`src/rtl/axi_init_pkg.sv`:
```
`timescale 1ns/1ps
package axi_init_pkg;

  localparam int unsigned SCRIPT_LEN = 3;

  // entry 0 is the first write issued
  localparam logic [SCRIPT_LEN-1:0][31:0] SCRIPT_ADDR =
    {32'hE000_A040, 32'hE000_A208, 32'hE000_A204};
  localparam logic [SCRIPT_LEN-1:0][31:0] SCRIPT_DATA =
    {32'h0000_0001, 32'h0000_FE01, 32'h0000_FE01};

  localparam logic [1:0] RESP_OKAY  = 2'b00;
  localparam logic [1:0] BURST_INCR = 2'b01;

  // 3-bit binary encoding; code 7 is unused and falls back to idle
  typedef enum logic [2:0] {
    WS_IDLE   = 3'd0,
    WS_PREP   = 3'd1,
    WS_BOTH   = 3'd2,
    WS_DATA   = 3'd3,
    WS_ADDR   = 3'd4,
    WS_RESP   = 3'd5,
    WS_FINAL  = 3'd6
  } wr_state_e;

endpackage

```
`src/rtl/axi_init_script.sv`:
```
`timescale 1ns/1ps
module axi_init_script
  import axi_init_pkg::*;
#(
  parameter int unsigned ADDR_W = 32,
  parameter int unsigned DATA_W = 32,
  parameter int unsigned N_WR   = SCRIPT_LEN,
  localparam int unsigned IDX_W = (N_WR > 1) ? $clog2(N_WR) : 1
) (
  input  logic [IDX_W-1:0]  idx,
  output logic [ADDR_W-1:0] addr,
  output logic [DATA_W-1:0] data
);

  logic [N_WR-1:0][ADDR_W-1:0] addr_tab;
  logic [N_WR-1:0][DATA_W-1:0] data_tab;

  for (genvar g = 0; g < N_WR; g++) begin : g_entry
    assign addr_tab[g] = ADDR_W'(SCRIPT_ADDR[g]);
    assign data_tab[g] = DATA_W'(SCRIPT_DATA[g]);
  end

  always_comb begin
    addr = '0;
    data = '0;
    for (int i = 0; i < N_WR; i++) begin
      if (idx == IDX_W'(i)) begin
        addr = addr_tab[i];
        data = data_tab[i];
      end
    end
  end

endmodule

```
`src/rtl/axi_init_fsm.sv`:
```
`timescale 1ns/1ps
module axi_init_fsm
  import axi_init_pkg::*;
#(
  parameter int unsigned N_WR   = SCRIPT_LEN,
  localparam int unsigned IDX_W = (N_WR > 1) ? $clog2(N_WR) : 1,
  localparam logic [IDX_W-1:0] LAST_IDX = IDX_W'(N_WR - 1)
) (
  input  logic             clk,
  input  logic             rst_n,
  input  logic             start,
  input  logic             awready,
  input  logic             wready,
  input  logic             bvalid,
  output wr_state_e        state,
  output logic [IDX_W-1:0] idx,
  output logic             resp_fire
);

  wr_state_e        state_q, state_nx;
  logic [IDX_W-1:0] idx_q;
  logic             idx_en;

  // next-state logic: the only process that decides the state
  always_comb begin
    state_nx = state_q;
    idx_en   = 1'b0;
    case (state_q)
      WS_IDLE:  if (start) state_nx = WS_PREP;
      WS_PREP:  state_nx = WS_BOTH;
      WS_BOTH: begin
        if (awready && wready) state_nx = WS_RESP;
        else if (awready)      state_nx = WS_DATA;
        else if (wready)       state_nx = WS_ADDR;
      end
      WS_DATA:  if (wready)  state_nx = WS_RESP;
      WS_ADDR:  if (awready) state_nx = WS_RESP;
      WS_RESP: begin
        if (bvalid) begin
          if (idx_q == LAST_IDX) begin
            state_nx = WS_FINAL;
          end else begin
            state_nx = WS_BOTH;
            idx_en   = 1'b1;
          end
        end
      end
      WS_FINAL: state_nx = WS_FINAL;
      default:  state_nx = WS_IDLE;
    endcase
  end

  // register process: the only process that writes state_q
  always_ff @(posedge clk or negedge rst_n) begin
    if (!rst_n) state_q <= WS_IDLE;
    else        state_q <= state_nx;
  end

  always_ff @(posedge clk or negedge rst_n) begin
    if (!rst_n)      idx_q <= '0;
    else if (idx_en) idx_q <= idx_q + 1'b1;
  end

  assign state     = state_q;
  assign idx       = idx_q;
  assign resp_fire = (state_q == WS_RESP) && bvalid;

endmodule

```
`src/rtl/axi_init_err.sv`:
```
`timescale 1ns/1ps
module axi_init_err
  import axi_init_pkg::*;
(
  input  logic       clk,
  input  logic       rst_n,
  input  logic       resp_fire,
  input  logic [1:0] bresp,
  output logic       err
);

  logic err_q;
  logic err_set;

  assign err_set = resp_fire && (bresp != RESP_OKAY);

  always_ff @(posedge clk or negedge rst_n) begin
    if (!rst_n)       err_q <= 1'b0;
    else if (err_set) err_q <= 1'b1;
  end

  assign err = err_q;

endmodule

```
`src/rtl/axi_init_writer.sv`:
```
`timescale 1ns/1ps
module axi_init_writer
  import axi_init_pkg::*;
#(
  parameter int unsigned ADDR_W = 32,
  parameter int unsigned DATA_W = 32,
  localparam int unsigned STRB_W = DATA_W / 8
) (
  input  logic              clk,
  input  logic              rst_n,
  input  logic              start,
  output logic [ADDR_W-1:0] awaddr,
  output logic [7:0]        awlen,
  output logic [2:0]        awsize,
  output logic [1:0]        awburst,
  output logic              awvalid,
  input  logic              awready,
  output logic [DATA_W-1:0] wdata,
  output logic [STRB_W-1:0] wstrb,
  output logic              wlast,
  output logic              wvalid,
  input  logic              wready,
  input  logic [1:0]        bresp,
  input  logic              bvalid,
  output logic              bready,
  output logic              busy,
  output logic              done,
  output logic              error
);

  localparam int unsigned N_WR  = SCRIPT_LEN;
  localparam int unsigned IDX_W = (N_WR > 1) ? $clog2(N_WR) : 1;
  localparam logic [2:0]  SIZE_CODE = 3'($clog2(STRB_W));

  wr_state_e        state;
  logic [IDX_W-1:0] idx;
  logic             resp_fire;

  axi_init_fsm #(.N_WR(N_WR)) u_fsm (
    .clk       (clk),
    .rst_n     (rst_n),
    .start     (start),
    .awready   (awready),
    .wready    (wready),
    .bvalid    (bvalid),
    .state     (state),
    .idx       (idx),
    .resp_fire (resp_fire)
  );

  axi_init_script #(.ADDR_W(ADDR_W), .DATA_W(DATA_W), .N_WR(N_WR)) u_script (
    .idx  (idx),
    .addr (awaddr),
    .data (wdata)
  );

  axi_init_err u_err (
    .clk       (clk),
    .rst_n     (rst_n),
    .resp_fire (resp_fire),
    .bresp     (bresp),
    .err       (error)
  );

  // channel valids and status decoded from the registered state
  assign awvalid = (state == WS_BOTH) || (state == WS_ADDR);
  assign wvalid  = (state == WS_BOTH) || (state == WS_DATA);
  assign bready  = (state == WS_RESP);
  assign done    = (state == WS_FINAL);
  assign busy    = (state != WS_IDLE) && (state != WS_FINAL);

  assign awlen   = 8'd0;
  assign awsize  = SIZE_CODE;
  assign awburst = BURST_INCR;
  assign wstrb   = '1;
  assign wlast   = 1'b1;

endmodule

```
`config.mk`:
```
export PLATFORM = sky130hd
export DESIGN_NAME = axi_init_writer
export DESIGN_NICKNAME = d
export VERILOG_FILES = /design/src/rtl/axi_init_pkg.sv /design/src/rtl/axi_init_script.sv /design/src/rtl/axi_init_fsm.sv /design/src/rtl/axi_init_err.sv /design/src/rtl/axi_init_writer.sv
export SDC_FILE = /design/constraint.sdc
export NUM_CORES = 1
export LEC_CHECK = 0
export BUFFER_PORTS_ARGS = -buffer_cell sky130_fd_sc_hd__buf_2
export CAP_MARGIN = 10
export CORE_AREA = 2 2 55 57
export CTS_BUF_LIST = sky130_fd_sc_hd__clkbuf_8
export CTS_CLUSTER_DIAMETER = 120
export DETAILED_ROUTE_END_ITERATION = 8
export DIE_AREA = 0 0 57 59
export PLACE_DENSITY = 0.8
export SYNTH_ARGS = -nofsm -noshare
export SYNTH_HDL_FRONTEND = slang
export SYNTH_SLANG_ARGS = --single-unit
export TNS_END_PERCENT = 30
```
`constraint.sdc`:
```
create_clock -name clk -period 1.7 [get_ports clk]
set_input_delay 0.34 -clock clk [delete_from_list [all_inputs] [get_ports clk]]
set_output_delay 0.34 -clock clk [all_outputs]
set_load 0.05 [all_outputs]
```
Word-level counts from Yosys, hierarchy flattened
Cells that the tools add are included.
Word-level totals
  register bits: 6
  output and inout port bits: 88
  logic and storage cells: 47
Operators by class
  $add $sub $neg: 1
  equality and inequality tests: 14
  multiplexer cells: 18
  reduce and logical (&&, ||, !) cells: 11
Operators by type and width (count)
  32-bit 2-to-1 mux: 3
  16-bit 2-to-1 mux: 3
  3-bit 2-to-1 mux: 8
  3-bit case mux with 7 select lines: 1
  3-bit equality test (second input constant): 3
  2-bit != test (second input constant): 4
  3-bit by 2-bit equality test with 1-bit output (second input constant): 2
  5-bit AND reduction: 1
  1-bit logical AND: 4
  4-bit by 3-bit != test with 1-bit output (second input constant): 1
  3-bit by 1-bit equality test with 1-bit output (second input constant): 1
  3-bit logical NOT: 1
  1-bit 2-to-1 mux: 3
  3-bit != test (second input constant): 1
  3-bit nonzero test: 1
  2-bit by 1-bit adder with 2-bit output (second input constant): 1
  2-bit by 1-bit equality test with 1-bit output (second input constant): 1
  2-bit equality test (second input constant): 1
  2-bit logical NOT: 1
  1-bit logical OR: 2
  2-bit nonzero test: 1

Logic depth before layout (Yosys ltp)
  depth after elaboration: 4
  mapped depth: 5

Hierarchy
Synthesis repeated with hierarchy kept, for this count alone.
Unflattened totals
  cells, all modules: 120
  area total of the unflattened synthesis: 975.9 µm²
Modules (own cells, without submodules)
  axi_init_script: instances 1, cells each 65, area each 473.0 µm²
  axi_init_fsm: instances 1, cells each 25, area each 279.0 µm²
  axi_init_writer: instances 1, cells each 27, area each 187.7 µm²
  axi_init_err: instances 1, cells each 3, area each 36.3 µm²

Least setup slack after synthesis
No wires, ideal clock.
  path kind: reg2out
  start point: register u_fsm.idx_q[0], in the netlist u_fsm.idx[0]
  end point: output port wdata[10]
  arrival time: 2284 ps
  required time: 1360 ps
  slack: -924 ps
  stages on the path, launching flop included: 6
  cells stage by stage: dfrtp_1 inv_1 ha_1 nor2_1 nor2_1 buf_4
On the way
  longest elaborated chain between the ends: 4
RTL lines
  start, declared: line axi_init_fsm.sv:21  | logic [IDX_W-1:0] idx_q;
  start signal, assigned: line axi_init_fsm.sv:61  | else if (idx_en) idx_q <= idx_q + 1'b1;
  2-bit logical NOT: line axi_init_script.sv:27  | if (idx == IDX_W'(i)) begin
  16-bit 2-to-1 mux (2 in a row): line axi_init_script.sv:27
  16-bit 2-to-1 mux *: line axi_init_script.sv:27
  end, declared: line axi_init_writer.sv:18  | output logic [DATA_W-1:0] wdata,
Every way passes the cells marked *; elsewhere a longest branch is shown, timed or not.

Worst setup path in the final report
  start point: register u_fsm.idx_q[0], in the netlist u_fsm.idx[0]
  end point: output port wdata[0]
Same word-level chain as after synthesis.

==> results.md <==
* Syn avg cell area at 8.231 µm²
* Starting DRT DRC Count at 16
* GRT Total Usage at 7.551%
* First-pass GRT wire length at 1.842 mm
* Final core utilization at 39.70%
* Seq cells post-synth at 6
* Final hold vios at 0
* Hold Startpoint: wready
* DR vias/cell at 3.424
* Final wirelength at 1.426 mm
* Most area-consuming cells after synthesis: buf_4 (58%), dfrtp_1 (15%), ha_1 (6.3%)
* Setup TNS after final layout at -0.00008327 ns
* Max Cap Viol at 0
* Design area at 1076 µm²
* Total CTS buffers at 3
* Ant. Diodes at 0
* Status: complete, but fails checks
* Max Transition Viols Final at 0
* Period Utilization, post-route at 100.0%
* Share of the synthesized area in the top cell type at 58.04%
* Gate Count Post-Synth at 121
* DIE AREA at 3363 µm²
* Yosys top cell by area: buf_4
* HPWL Detailed at 1.052 mm
* Remaining DRCs at 0
* Yosys warnings at 0
* Cell variety after synth at 24
* Synth Cell Area at 996.0 µm²
* IO buf count at 30
* Largest net degree at the start of global routing at 12
* Core ar. at 2710 µm²
* Pre-antenna DRT Iters at 3
* GRT overflow at 0
* Wirelength per Cell at 8.056 µm
* Failing checks: negative setup slack
* Reg2reg end: u_fsm.idx[1]
* Crit end category: primary output
* Sink Count at 6
* Die height at 59 µm
* Boundary Pins at 96
* Antenna Nets Post-Route at 0
* # setup viols final at 1
* CP Data Arrival Time at 1.36 ns
* DR vias at 606
* CTS tree: done
* Worst endpoint required time at 1.36 ns
* Setup slack, reg-to-reg at 0.25 ns
* CP Launch Point: u_fsm.idx[0]
* Crit path max fanout at 6
* DIE WIDTH at 57 µm
* Placer Congestion at 0.7716
* Initial Utilization at 36.75%
* DP Worst Slack at 0.1550 ns
* Row count at 19
* Share of layout cells above drive strength 1 at 36.30%
* Root Driver: clkbuf_8
* Seq/Total Area, Yosys at 15.08%
* Initial antenna violation count at 0
* Clock-pin slew on the worst setup and hold paths at 0.03 ns
* Clk_lat worst skew at 0.22 ns
* Worst Hold Depth at 2
* Clock Path Buffers at 2
* HP Class: in2reg
* Vias in the first global route at 454
* Startpoint types: register
* Crit Path Category: reg2out
* R2r startpoint: u_fsm.idx[0]
* Hold EP: u_fsm.state[2]
* Setup ws final at -0.00008327 ns
* RSZ-0062 raised after global routing: true
* Min Tclk post-route at 1.700 ns
* Post-DP Area at 864.6 µm²
* FMAX at 588.2 MHz
* Clock Skew at 0.001267 ns
* Layout overhead on the synthesized area at 8.040%
* Cells on worst reg2reg path at 5
* Nets at 161
* H-tree depth at 1
* Final-layout fill cell count at 280
==> placed cells by master (no fill, tap or decap), types with 3 or more instances in the layout <==
master / count
clkbuf_8: 3
buf_2: 14
clkbuf_4: 6
o21ai_0: 3
buf_4: 5
conb_1: 65
dfrtp_1: 3
dfrtp_2: 3
buf_6: 9
==> Yosys cell counts <==
library cell and n:
or3_1 1, mux2_4 1, buf_4 77, o21bai_1 1, a22o_1 1, nor2b_2 1
nand2_1 2, o21ai_0 3, xnor2_1 1, o21a_1 1, dfrtp_1 6, nand3b_1 1
a32oi_1 1, and2b_4 1, o211ai_1 1, or4b_1 1, nand3_1 1, ha_1 5
nand2b_1 1, conb_1 2, buf_6 1, nor2_1 5, inv_1 4, nor2b_1 2
==> registers in the layout, summed over array words and instances, names as in the netlist <==
register     flops
u_err.err        1
u_fsm.state      3
u_fsm.idx        2
==> critical path: stages (launching register included) <==
cell,delay (ns)
dfrtp_2,0.41
buf_4,0.14
ha_1,0.19
inv_1,0.13
clkbuf_4,0.26
==> repair_timing <==
action                                  in CTS  in global routing
pin swaps                                    2                  1
setup buffers                                5                  1
endpoints found under the hold margin        6                  0
endpoints found under the setup margin       9                 17
hold buffers                                 1                  0
resized for setup                           21                 13
==> worst max path at each step <==
stage                     end  slack, ns  cells after the start
global placement     wdata[9]       0.19                      5
global route        wdata[15]      -0.06                      6
floorplan           wdata[10]      -0.09                      5
finish               wdata[0]   -0.00008                      4
detailed placement  awaddr[9]       0.16                      5
CTS                 awaddr[9]      -0.01                      5
==> stage by stage <==
| step | cells | hold slack (ns) |
|---|---|---|
| after floorplan | 184 | 0.04441 |
| after global placement | 167 | 0.1638 |
| after detailed placement | 167 | 0.1647 |
| after CTS | 176 | 0.3676 |
| after global routing | 177 | 0.3849 |
| final | 177 | 0.3707 |
==> metal layers <==
metal  vias to the layer above  global-route usage, %  routed length, µm
li1                        286                      -                  -
met1                       269                  6.748                403
met2                        47                  13.30                803
met3                         4                  3.275                186
met4                         0                  5.980                 32
met5                         -                      0                  0
==> layout make-up <==
cell class / instances / area [µm²] / share of cell area, %
Multi-Input combinational cell: 96 / 523.0 / 48.60
Timing Repair Buffer: 37 / 304.0 / 28.26
Sequential cell: 6 / 153.9 / 14.30
Clock buffer: 3 / 41.29 / 3.837
Tap cell: 31 / 38.79 / 3.605
Inverter: 4 / 15.01 / 1.395
==> cell families (layout without fill, tap and decap cells) <==
| logic type | after synthesis | in the layout | synth area share, % |
|---|---|---|---|
| AND/OR/NAND/NOR | 16 | 16 | 9.298 |
| other | 2 | 65 | 0.7540 |
| adder cells (fa/ha/maj) | 5 | 5 | 6.281 |
| XOR/XNOR | 1 | 1 | 0.8796 |
| multiplexers | 1 | 1 | 1.507 |
| flip-flops | 6 | 6 | 15.07 |
| AO/OA/AOI/OAI | 8 | 8 | 5.528 |
| buffers and inverters | 82 | 44 | 60.68 |
Power is left out: the tool's default activity adds up to more than one toggle a clock period on the data nets, which glitch-free logic cannot reach.
